**src/rtl/uart_seq_pkg.sv**
```systemverilog
package uart_seq_pkg;
  localparam int MAX_DATA = 8;
  localparam int NST      = MAX_DATA + 4;
  localparam int IDX_IDLE = 0;
  localparam int IDX_D0   = 1;
  localparam int IDX_PAR  = MAX_DATA + 1;
  localparam int IDX_LAT  = MAX_DATA + 2;
  localparam int IDX_STB  = MAX_DATA + 3;

  // index of the last data state for a given character width
  function automatic int last_data_idx(input int data_bits);
    return IDX_D0 + data_bits - 1;
  endfunction

  // clocks spent outside idle for one frame
  function automatic int frame_len(input int data_bits, input bit par_en);
    return data_bits + (par_en ? 1 : 0) + 2;
  endfunction
endpackage

```
**src/rtl/uart_start_detect.sv**
```systemverilog
module uart_start_detect (
  input  logic clk,
  input  logic rst_n,
  input  logic rx_line,
  input  logic in_idle,
  input  logic in_latch,
  output logic start_q
);
  logic set_evt;
  logic clr_evt;

  assign set_evt = in_idle & ~rx_line;
  assign clr_evt = in_latch;

  always_ff @(posedge clk or negedge rst_n) begin
    if (!rst_n)       start_q <= 1'b0;
    else if (clr_evt) start_q <= 1'b0;
    else if (set_evt) start_q <= 1'b1;
  end

  // flag is cleared after the latch state
  assert_flag_clear_R7: assert property (@(posedge clk) disable iff (!rst_n)
    in_latch |=> !start_q);
  // line is ignored while busy
  assert_no_set_busy_R7: assert property (@(posedge clk) disable iff (!rst_n)
    (!in_idle && !start_q) |=> !start_q);
endmodule

```
**src/rtl/uart_onehot_chain.sv**
```systemverilog
module uart_onehot_chain
  import uart_seq_pkg::*;
#(
  parameter int DATA_BITS = 8,
  parameter bit PARITY_EN = 1'b1
) (
  input  logic           clk,
  input  logic           rst_n,
  input  logic           start_q,
  output logic [NST-1:0] st
);
  localparam int LAST_D = last_data_idx(DATA_BITS);
  localparam logic [NST-1:0] RESET_ST = NST'(1) << IDX_IDLE;

  logic [NST-1:0] nxt;
  logic           frame_begin;
  logic           frame_end;

  assign frame_begin = st[IDX_IDLE] & start_q;
  assign frame_end   = st[IDX_STB];

  always_comb begin
    nxt           = '0;
    nxt[IDX_IDLE] = (st[IDX_IDLE] & ~start_q) | frame_end;
    nxt[IDX_D0]   = frame_begin;
    nxt[IDX_LAT]  = PARITY_EN ? st[IDX_PAR] : st[LAST_D];
    nxt[IDX_STB]  = st[IDX_LAT];
    if (PARITY_EN) nxt[IDX_PAR] = st[LAST_D];
  end

  // data chain: only the states in use get a predecessor
  logic [MAX_DATA-1:0] data_nxt;
  assign data_nxt[0] = nxt[IDX_D0];
  for (genvar i = 1; i < MAX_DATA; i++) begin : g_data
    if (i < DATA_BITS) begin : g_used
      assign data_nxt[i] = st[IDX_D0 + i - 1];
    end else begin : g_skip
      assign data_nxt[i] = 1'b0;
    end
  end

  always_ff @(posedge clk or negedge rst_n) begin
    if (!rst_n) st <= RESET_ST;
    else        st <= {nxt[NST-1:IDX_PAR], data_nxt, nxt[IDX_IDLE]};
  end

  initial assert (DATA_BITS == 7 || DATA_BITS == 8);

  assert_onehot_R2: assert property (@(posedge clk) disable iff (!rst_n)
    $countones(st) == 1);
  assert_enter_d0_R3: assert property (@(posedge clk) disable iff (!rst_n)
    frame_begin |=> (st[IDX_D0] && !st[IDX_IDLE]));
  assert_hold_idle_R4: assert property (@(posedge clk) disable iff (!rst_n)
    (st[IDX_IDLE] && !start_q) |=> st[IDX_IDLE]);
  assert_latch_strobe_R5: assert property (@(posedge clk) disable iff (!rst_n)
    st[IDX_LAT] |=> st[IDX_STB]);
  assert_return_idle_R6: assert property (@(posedge clk) disable iff (!rst_n)
    frame_end |=> st[IDX_IDLE]);
  assert_bypass_R9: assert property (@(posedge clk) disable iff (!rst_n)
    st[LAST_D] |=> (PARITY_EN ? st[IDX_PAR] : st[IDX_LAT]));
endmodule

```
**src/rtl/uart_rx_onehot_seq.sv**
```systemverilog
module uart_rx_onehot_seq
  import uart_seq_pkg::*;
#(
  parameter int DATA_BITS = 8,
  parameter bit PARITY_EN = 1'b1
) (
  input  logic       clk,
  input  logic       rst_n,
  input  logic       rx_line,
  output logic       idle,
  output logic       busy,
  output logic [7:0] data_state,
  output logic       parity_state,
  output logic       latch_state,
  output logic       strobe_state,
  output logic       error
);
  logic [NST-1:0] st;
  logic           start_q;

  uart_start_detect u_start (
    .clk      (clk),
    .rst_n    (rst_n),
    .rx_line  (rx_line),
    .in_idle  (st[IDX_IDLE]),
    .in_latch (st[IDX_LAT]),
    .start_q  (start_q)
  );

  uart_onehot_chain #(
    .DATA_BITS (DATA_BITS),
    .PARITY_EN (PARITY_EN)
  ) u_chain (
    .clk     (clk),
    .rst_n   (rst_n),
    .start_q (start_q),
    .st      (st)
  );

  assign idle         = st[IDX_IDLE];
  assign busy         = ~st[IDX_IDLE];
  assign data_state   = st[IDX_D0 +: MAX_DATA];
  assign parity_state = st[IDX_PAR];
  assign latch_state  = st[IDX_LAT];
  assign strobe_state = st[IDX_STB];
  assign error        = 1'b0;

  assert_busy_inv_R2: assert property (@(posedge clk) disable iff (!rst_n)
    busy != idle);
endmodule

```
**config.mk**
```make
export PLATFORM = sky130hd
export DESIGN_NAME = uart_rx_onehot_seq
export DESIGN_NICKNAME = d
export VERILOG_FILES = /design/src/rtl/uart_seq_pkg.sv /design/src/rtl/uart_start_detect.sv /design/src/rtl/uart_onehot_chain.sv /design/src/rtl/uart_rx_onehot_seq.sv
export SDC_FILE = /design/constraint.sdc
export NUM_CORES = 1
export LEC_CHECK = 0
export BUFFER_PORTS_ARGS = -buffer_cell sky130_fd_sc_hd__buf_2
export CORE_AREA = 4 4 41 43
export CTS_CLUSTER_DIAMETER = 80
export DETAILED_ROUTE_END_ITERATION = 10
export DIE_AREA = 0 0 45 47
export PLACE_DENSITY_LB_ADDON = 0.08
export SLEW_MARGIN = 20
export SYNTH_ARGS = -nofsm -noshare
export SYNTH_HDL_FRONTEND = slang
export SYNTH_SLANG_ARGS = --single-unit
```
**constraint.sdc**
```tcl
create_clock -name clk -period 1.4 [get_ports clk]
set_clock_uncertainty 0.05 [all_clocks]
set_input_delay 0.14 -clock clk [delete_from_list [all_inputs] [get_ports clk]]
set_output_delay 0.14 -clock clk [all_outputs]
set_load 0.01 [all_outputs]
```
==> impl_metrics.csv, run 1 <==
group,metric,value,unit
global_routing,grt-ovfl-total,0,
synthesis,syn_avg_cell_area,17.23,µm²
clock_network,root_buffer,"clkbuf_4",
synthesis,ys_ff_latch,13,
synthesis,synth.most_common_cell,"dfrtp_1",
worst_setup_path,cp_num_buf_inv,2,
drt,wl_met3,81,µm
power,peakVddDrop,0.5473,mV
drt,wl_met1,233,µm
timing,setup_viol,0,
clock_network,clk_pin_slew,0.07,ns
global_routing,antenna_found_initial,0,
drt,wl_per_cell,10.89,µm
floorplan,die_area,0.002115,mm²
timing,setup-tns-final,0,ns
drt,routed_via_density,3.891,
global_routing,grt_pass1_wl,1.069,mm
outcome,outcome,"completed",
drt,wl,599,µm
layout,layout-drive-gt1-share,55.00,%
synthesis,ys_seq_area_share,86.14,%
timing,whs,0.08158,ns
synthesis,ys.flop_type,"dfrtp_1",
drt,met2WireLength,285,µm
clock_network,postCtsSetupBuffers,0,
worst_setup_path,slowest_delay,0.56,ns
clock_network,cts_made_buffers,3,
global_routing,grt_pass1_vias,257,
timing,finalCriticalPeriod,1.191,ns
clock_network,htree_levels,1,
timing,rsz0062_at_grt,"no",
floorplan,die_width,45,µm
worst_setup_path,slowest_stage,"dfstp_2",
clock_network,cts_tree,"done",
job,drv_cap,0,
worst_setup_path,worstPathArrival,1.00,ns
timing,post-route-period-util,85.05,%
synthesis,yosysTopAreaCell,"dfrtp_1",
synthesis,synth_cell_type_count,10,
synthesis,synth_nets,25,
drt,drc,0,
clock_network,cts_buffer_depth,2,
synthesis,synthArstFlopShare,100.0,%
drt,first_pass_iters,1,
floorplan,fp.dieH,47,µm
floorplan,design.portCount,17,
worst_setup_path,crit_chain,"inv_1, buf_2",
placement,port_buffers,15,
placement,finalWeightedCongestion,0.6552,
timing,finalHoldViolCount,0,
worst_setup_path,path_class,"reg -> out",
synthesis,synth_area_leaders,"dfrtp_1 79%, dfstp_2 6.9%, buf_4 4.0%, a21oi_2 2.3%, a21o_1 2.0%",
global_routing,grt_max_degree,14,
drt,drtIter0Drc,0,
timing,drv_slew,0,
synthesis,netlist.area_leader.share,79.21,%
floorplan,start_util,29.13,%
timing,max_freq,839.9,MHz
synthesis,synthTopCellsByCount,"12 x dfrtp_1, 2 x buf_4",
drt,vias,214,
power,power_leakage,0.2999,nW
worst_setup_path,cp-end-kind,"output pin",
layout,area_growth,30.69,%
drt,top_layer,"met3",
worst_setup_path,crit_fanout,4,
hold_path,hold_path.class,"in -> reg",
clock_network,cts_resized,0,
drt,postRouteAntennaNets,0,
layout,n_antenna_cell,0,
synthesis,synth_edf_count,0,
synthesis,syn-instance-count,22,
clock_network,cts.sinks,13,
clock_network,clk_latency,0.27,ns
synthesis,yosys_warnings,0,
worst_setup_path,startpoint_type,"flip-flop",
synthesis,syn-cell-area,379.1,µm²
power,powerDensity,1226,mW/mm²
floorplan,rows,13,
worst_setup_path,crit_family,"flip-flops",
floorplan,core-area,0.001301,mm²
worst_setup_path,critPathRequiredTime,1.21,ns
global_routing,grt_usage,7.804,%
layout,fin_nets,44,
==> registers in the layout (all words and copies together), names as in the netlist <==
signal,flops
u_chain.st,12
u_start.start_q,1
==> report_power, final <==
group	switching [mW]	total (mW)	internal [mW]
logic	0.00822	0.0124	0.00417
registers	0	0.375	0.375
clock network	0.114	0.220	0.106
total	0.122	0.607	0.485
==> cell usage in the layout (no fill, tap or decap), drive strengths merged <==
cell type / synthesis / final
conb: 1 / 1
a21oi: 1 / 1
inv: 2 / 2
dlygate4sd3: 0 / 1
buf: 2 / 15
nand2b: 1 / 1
a21o: 1 / 1
nor2: 1 / 1
dfstp: 1 / 1
clkbuf: 0 / 3
clkinv: 0 / 1
dfrtp: 12 / 12
==> kinds of logic after synthesis <==
group           after synthesis  synth area share (%)
compound gates                2                 4.292
buf+inv                       4                 5.938
flops                        13                 86.14
other cells                   1                0.9891
simple gates                  2                 2.640
==> per-layer routing <==
metal	track usage (%)	vias up
met4	7.018	0
li1	-	99
met2	11.30	11
met1	7.914	104
met3	4.598	0
met5	0	-
==> stage by stage <==
stage / cells / cell area (µm²) / total power, mW / util (%) / setup WS (ns)
finish: 55 / 495.5 / 0.6072 / 38.08 / 0.2093
global route: 55 / 495.5 / 0.6483 / 38.08 / 0.1524
CTS: 55 / 495.5 / 0.6252 / 38.08 / 0.1905
detailed placement: 50 / 457.9 / 0.3937 / 35.19 / 0.5007
global placement: 50 / 457.9 / 0.3930 / 35.19 / 0.5101
floorplan: 22 / 379.1 / 0.3864 / - / 0.5389
==> worst min-delay path, cell delays in order <==
cell,delay [ns]
buf_2,0.07
nand2b_1,0.10
a21oi_2,0.05
==> area by class of cell <==
| class | instances | area, µm² |
|---|---|---|
| tap | 15 | 18.77 |
| fill | 138 | 805.8 |
| timing repair buffer | 16 | 85.08 |
| sequential | 13 | 326.6 |
| inverter | 2 | 7.507 |
| clock inverter | 1 | 5.005 |
| clock buffer | 3 | 22.52 |
| multi-input combinational | 5 | 30.03 |
==> final timing paths <==
check | end | startpoint | depth (start not counted) | slack, ns
max in group asynchronous | u_chain.st[0] | rst_n | 2 | 0.80
max reg2reg | u_start.start_q | u_chain.st[0] | 2 | 0.54
min reg2reg | u_chain.st[5] | u_chain.st[4] | 0 | 0.32
max | busy | u_chain.st[0] | 2 | 0.21
min | u_start.start_q | rx_line | 3 | 0.08
min in group asynchronous | u_chain.st[7] | rst_n | 2 | 0.22
==> repair_timing <==
item / 4_1_cts / 5_1_grt
endpoints found under the setup margin: 0 / 0
hold buffers: 1 / 0
hold endpoints to repair: 13 / 0
No activity file was read; power rests on OpenSTA's default activity.
==> inputs of run 2 (changes only) <==
==> constraint.sdc (replaced) <==
create_clock -name clk -period 1.4 [get_ports clk]
set_clock_uncertainty 0.05 [all_clocks]
set_input_delay 0.07 -clock clk [delete_from_list [all_inputs] [get_ports clk]]
set_output_delay 0.07 -clock clk [all_outputs]
set_load 0.01 [all_outputs]
==> run 2 against run 1 <==
First-iteration DRC count is 1 higher. Count of clock-buffer cells in the layout rose by 1. Sequential power about the same. Die area unchanged. Maximum frequency is 5.8% higher. Highest routed layer is now met4. Design area is 0.25% lower. Critical path depth did not move. Core utilization decreased by 0.096 points. Worst hold slack got worse by 0.067 ns. Cell count did not move.
==> impl_metrics.csv, run 2 (synthesized netlist as in run 1, its figures left out) <==
group,metric,value,unit
power,pwr-share-seq,61.5,%
layout,final_cell_mix,"15 x buf_2, 12 x dfrtp_1, 3 x clkbuf_4",
floorplan,die_area,0.002115,mm²
worst_setup_path,crit_chain,"inv_1, buf_2",
layout,n_antenna_cell,0,
power,internal_power,489.8,µW
worst_setup_path,startpoint_type,"flip-flop",
power,power.total,610.7,µW
timing,fin_ws,0.2748,ns
layout,final-instance-count-excl-fill,55,
drt,wl_per_cell,11.53,µm
power,p_sw_share,19.80,%
global_routing,grt-ovfl-total,0,
global_routing,antenna_found_initial,0,
layout,layout-drive-gt1-share,52.50,%
layout,final_common_cell,"buf_2",
drt,vias,225,
worst_setup_path,path_class,"reg -> out",
global_routing,grt_usage,7.971,%
timing,post-route-period-util,80.37,%
drt,wl,634,µm
layout,largest_reg_flops,12,
floorplan,die_width,45,µm
clock_network,root_buffer,"clkbuf_4",
timing,whs,0.01499,ns
placement,dp.cells,50,
timing,finalCriticalPeriod,1.125,ns
power,power_leakage,0.2971,nW
timing,drv_slew,0,
timing,setup_viol,0,
drt,routed_via_density,4.091,
worst_setup_path,slowest_delay,0.55,ns
layout,fill_cells,142,
floorplan,fp.dieH,47,µm
power,p_switching,120.9,µW
clock_network,clk_latency,0.27,ns
worst_setup_path,slowest_stage,"dfstp_2",
floorplan,core-area,0.001301,mm²
timing,max_freq,888.7,MHz
clock_network,clk_pin_slew,0.08,ns
clock_network,htree_levels,1,
worst_setup_path,worstPathArrival,1.01,ns
clock_network,cts_tree,"done",
worst_setup_path,crit_fanout,4,
floorplan,start_util,29.13,%
layout,regMostFlops,"u_chain.st",
clock_network,cts_buffer_depth,2,
power,powerDensity,1236,mW/mm²
layout,area_growth,30.36,%
clock_network,cts_resized,0,
power,clockPowerShare,36.5,%
worst_setup_path,critPathRequiredTime,1.28,ns
power,peakVddDrop,0.4691,mV
timing,setup-tns-final,0,ns
job,drv_cap,0,
drt,postRouteAntennaNets,0,
placement,finalWeightedCongestion,0.6535,
drt,drc,0,
global_routing,grt_pass1_wl,1.083,mm
floorplan,rows,13,
clock_network,holdBufCountCts,1,
hold_path,hold_path.class,"in -> reg",
clock_network,cts.sinks,13,
drt,drtIter0Drc,1,
floorplan,design.portCount,17,
global_routing,grt_pass1_vias,227,
outcome,outcome,"completed",
drt,first_pass_iters,2,
layout,fin_nets,44,
layout,register_area,326.6,µm²
placement,port_buffers,15,
timing,finalHoldViolCount,0,
layout,multi_input_area,30.03,µm²
power,comb_power_share,2.1,%
clock_network,postCtsSetupBuffers,0,
placement,pre_cts_ws,0.5434,ns
worst_setup_path,cp-end-kind,"output pin",
timing,rsz0062_at_grt,"no",
clock_network,cts_made_buffers,3,
global_routing,grt_max_degree,14,
layout,top_regs,"u_chain.st (12), u_start.start_q (1)",
-- run 2: changes by cell type in the layout (fill, tap and decap cells not counted), sizes merged --
cell    previous run  this run
clkbuf             3         4
clkinv             1         0
-- run 2: area by class of cell --
type / instances / share of cell area [%]
clock buffers: 4 / 5.316
inverters: 2 / 1.519
multi-input cells: 5 / 6.076
flip-flops and latches: 13 / 66.08
repair buffers: 16 / 17.22
well taps: 15 / 3.797
-- run 2: layer usage --
layer / part of all wire, % / global-route usage, %
met1: 38 / 8.654
met2: 44 / 10.73
met4: 4.1 / 10.53
met5: 0 / 0
met3: 14 / 2.682
-- run 2: worst paths after layout --
check	from	endpoint	slack, ns	depth (start not counted)
min reg2reg	u_chain.st[3]	u_chain.st[4]	0.32	0
max reg2reg	u_chain.st[0]	u_start.start_q	0.53	2
max	u_chain.st[0]	busy	0.27	2
max in group asynchronous	rst_n	u_chain.st[0]	0.88	2
min	rx_line	u_start.start_q	0.01	3
min in group asynchronous	rst_n	u_chain.st[9]	0.15	2
-- run 2: critical path, delay by kind of cell (launching register included) --
family	cells	cell delay (ns)
buf+inv	2	0.18
flops	1	0.55
-- run 2: metrics by stage --
stage	utilization (%)	area (µm²)
floorplan	-	379.1
global placement	35.19	457.9
detailed placement	35.19	457.9
CTS	37.98	494.2
global route	37.98	494.2
finish	37.98	494.2
-- run 2: power by group through the flow --
stage	Combinational (mW)	Clock, mW	Sequential, mW
after detailed placement	0.0112	0	0.383
after floorplan	0.00365	0	0.383
after CTS	0.0133	0.238	0.375
after global placement	0.0104	0	0.383
final	0.0127	0.223	0.375
after global routing	0.0150	0.251	0.375
==> inputs of run 3 (changes only) <==
--- a/config.mk
+++ b/config.mk
@@ -5,6 +5,7 @@
 export SDC_FILE = /design/constraint.sdc
 export NUM_CORES = 1
 export LEC_CHECK = 0
+export ABC_AREA = 1
 export BUFFER_PORTS_ARGS = -buffer_cell sky130_fd_sc_hd__buf_2
 export CORE_AREA = 4 4 41 43
 export CTS_CLUSTER_DIAMETER = 80
==> constraint.sdc (replaced) <==
create_clock -name clk -period 1 [get_ports clk]
set_clock_uncertainty 0.05 [all_clocks]
set_input_delay 0.05 -clock clk [delete_from_list [all_inputs] [get_ports clk]]
set_output_delay 0.05 -clock clk [all_outputs]
set_load 0.01 [all_outputs]
==> run 3 against run 2 <==
The run now ends with negative setup slack left. First-iteration DRC count increased to 3.0 times the previous value. Count of clock-buffer cells in the layout is 1 lower. Global-route usage decreased by 0.45 points. Sequential power grew 40%. Register-to-register slack got worse by 0.58 ns. Setup slack got worse by 0.35 ns. Highest routed layer is now met3.
==> impl_metrics.csv, run 3 <==
group,metric,value,unit
outcome,outcome,"finished, violations left",
outcome,failed_checks,"negative setup slack",
synthesis,synthTopCellsByCount,"12 x dfrtp_1, 3 x inv_1, 2 x buf_4, 2 x nand2_1",
synthesis,synth_edf_count,0,
placement,hpwl,447.6,µm
worst_setup_path,rrSetupSlack,-0.05,ns
synthesis,ys.flop_type,"dfrtp_1",
clock_network,clk_latency,0.27,ns
global_routing,grt_pass1_vias,256,
timing,max_freq,933.2,MHz
global_routing,antenna_found_initial,0,
clock_network,clk_pin_slew,0.08,ns
power,power_leakage,0.3288,nW
synthesis,syn-instance-count,24,
drt,drtIter0Drc,3,
synthesis,yosysTopAreaCell,"dfrtp_1",
timing,setup_viol,3,
layout,area_growth,41.94,%
timing,fin_ws,-0.07164,ns
synthesis,ys_seq_area_share,84.19,%
synthesis,synth_area_leaders,"dfrtp_1 77%, dfstp_2 6.8%, buf_4 3.9%, inv_1 2.9%, o21bai_2 2.9%",
floorplan,rows,13,
timing,drv_slew,0,
drt,wl,667,µm
synthesis,synthArstFlopShare,100.0,%
layout,regMostFlops,"u_chain.st",
global_routing,grt_max_degree,14,
global_routing,grt_usage,7.518,%
worst_setup_path,crit_chain,"inv_2, buf_6",
worst_setup_path,path_class,"reg -> out",
worst_setup_path,crit_fanout,3,
drt,routed_via_density,3.984,
layout,fin_nets,50,
layout,layout-drive-gt1-share,58.70,%
placement,dp.cells,52,
clock_network,cts_tree,"done",
drt,first_pass_iters,4,
job,drv_cap,0,
worst_setup_path,crit_family,"flip-flops",
timing,setup-tns-final,-0.1747,ns
global_routing,grt_pass1_wl,1.055,mm
timing,finalHoldViolCount,0,
synthesis,synth_cell_type_count,9,
drt,postRouteAntennaNets,0,
placement,port_buffers,15,
floorplan,design.portCount,17,
placement,finalWeightedCongestion,0.7437,
worst_setup_path,cp_num_buf_inv,2,
synthesis,synth_nets,27,
synthesis,ys_ff_latch,13,
layout,final_common_cell,"buf_2",
timing,rsz0062_at_grt,"yes",
synthesis,synth.most_common_cell,"dfrtp_1",
layout,largest_reg_flops,12,
clock_network,cts_made_buffers,3,
synthesis,yosys_warnings,0,
layout,final-instance-count-excl-fill,61,
timing,finalCriticalPeriod,1.072,ns
floorplan,die_width,45,µm
synthesis,netlist.area_leader.share,77.42,%
synthesis,syn-cell-area,387.9,µm²
layout,top_regs,"u_chain.st (12), u_start.start_q (1)",
worst_setup_path,reg2reg_to,"u_chain.st[0]",
drt,drc,0,
clock_network,cts_buffer_depth,2,
power,peakVddDrop,0.8500,mV
hold_path,hold_path.class,"in -> async",
timing,whs,0.1304,ns
clock_network,root_buffer,"clkbuf_4",
synthesis,syn_avg_cell_area,16.16,µm²
floorplan,fp.dieH,47,µm
power,powerDensity,1549,mW/mm²
worst_setup_path,critPathRequiredTime,0.90,ns
clock_network,cts.sinks,13,
drt,wl_per_cell,10.93,µm
worst_setup_path,cp-end-kind,"output pin",
floorplan,core-area,0.001301,mm²
worst_setup_path,reg2reg_from,"u_chain.st[0]",
worst_setup_path,worstPathArrival,0.97,ns
floorplan,start_util,29.81,%
global_routing,grt-ovfl-total,0,
floorplan,die_area,0.002115,mm²
worst_setup_path,slowest_delay,0.55,ns
worst_setup_path,reg2reg_depth,4,
clock_network,htree_levels,1,
drt,vias,243,
timing,post-route-period-util,107.2,%
layout,n_antenna_cell,0,
worst_setup_path,startpoint_type,"flip-flop",
layout,final_cell_mix,"14 x buf_2, 12 x dfrtp_1, 3 x clkbuf_4, 3 x buf_4",
worst_setup_path,slowest_stage,"dfstp_2",
run 3: kinds of logic (layout without fill, tap and decap cells):
group           Yosys count  after routing  synth area share (%)
simple gates              2              2                 1.936
buf+inv                   6             28                 7.740
flops                    13             13                 84.20
other cells               1              1                0.9668
compound gates            2              2                 5.161
run 3: layer usage:
layer	global-route usage [%]	wire length, µm	up-vias
met3	4.598	77	0
met4	3.509	0	0
met2	10.73	294	13
li1	-	-	113
met1	9.002	296	117
met5	0	0	-
run 3: timing repair:
item / 4_1_cts / 5_1_grt
gates resized for setup: 2 / 1
hold buffers: 2 / 0
setup endpoints to repair: 2 / 2
endpoints found under the hold margin: 14 / 0
pin swaps: 0 / 0
setup buffers: 2 / 1
run 3: worst max-delay path by stage:
stage	from	endpoint	slack (ns)	depth (start not counted)
finish	u_chain.st[0]	busy	-0.07	2
global route	u_chain.st[0]	busy	-0.11	2
floorplan	u_chain.st[0]	u_chain.st[0]	0.14	2
detailed placement	u_chain.st[0]	u_start.start_q	0.16	2
CTS	u_chain.st[0]	busy	-0.08	2
global placement	u_chain.st[0]	u_start.start_q	0.19	2
run 3: stage by stage:
step / utilization, % / setup slack [ns] / power (mW) / area, µm²
2_1_floorplan: - / 0.1362 / 0.5411 / 387.9
3_3_place_gp: 35.87 / 0.1896 / 0.5508 / 466.7
3_5_place_dp: 35.87 / 0.1578 / 0.5511 / 466.7
4_1_cts: 41.15 / -0.08221 / 0.8741 / 535.5
5_1_grt: 42.31 / -0.1084 / 0.8969 / 550.5
6_report: 42.31 / -0.07164 / 0.8525 / 550.5
run 3: area by class of cell:
| class | count | area, µm² |
|---|---|---|
| Sequential cell | 13 | 326.6 |
| Inverter | 4 | 15.01 |
| Multi-Input combinational cell | 5 | 38.79 |
| Fill cell | 139 | 750.7 |
| Timing Repair Buffer | 20 | 123.9 |
| Clock buffer | 3 | 22.52 |
| Tap cell | 15 | 18.77 |
| Clock inverter | 1 | 5.005 |
run 3: where the power goes:
group          internal, mW  switching, mW  total [mW]
Clock                 0.148          0.159       0.307
Sequential            0.525              0       0.525
Combinational       0.00817         0.0124      0.0205
Total                 0.681          0.171       0.853
run 3: worst reg2reg max path, cell delays in order, from the launching register on:
cell and delay [ns]:
dfstp_2 0.55, inv_2 0.04, buf_4 0.12, buf_4 0.13, o21bai_4 0.10
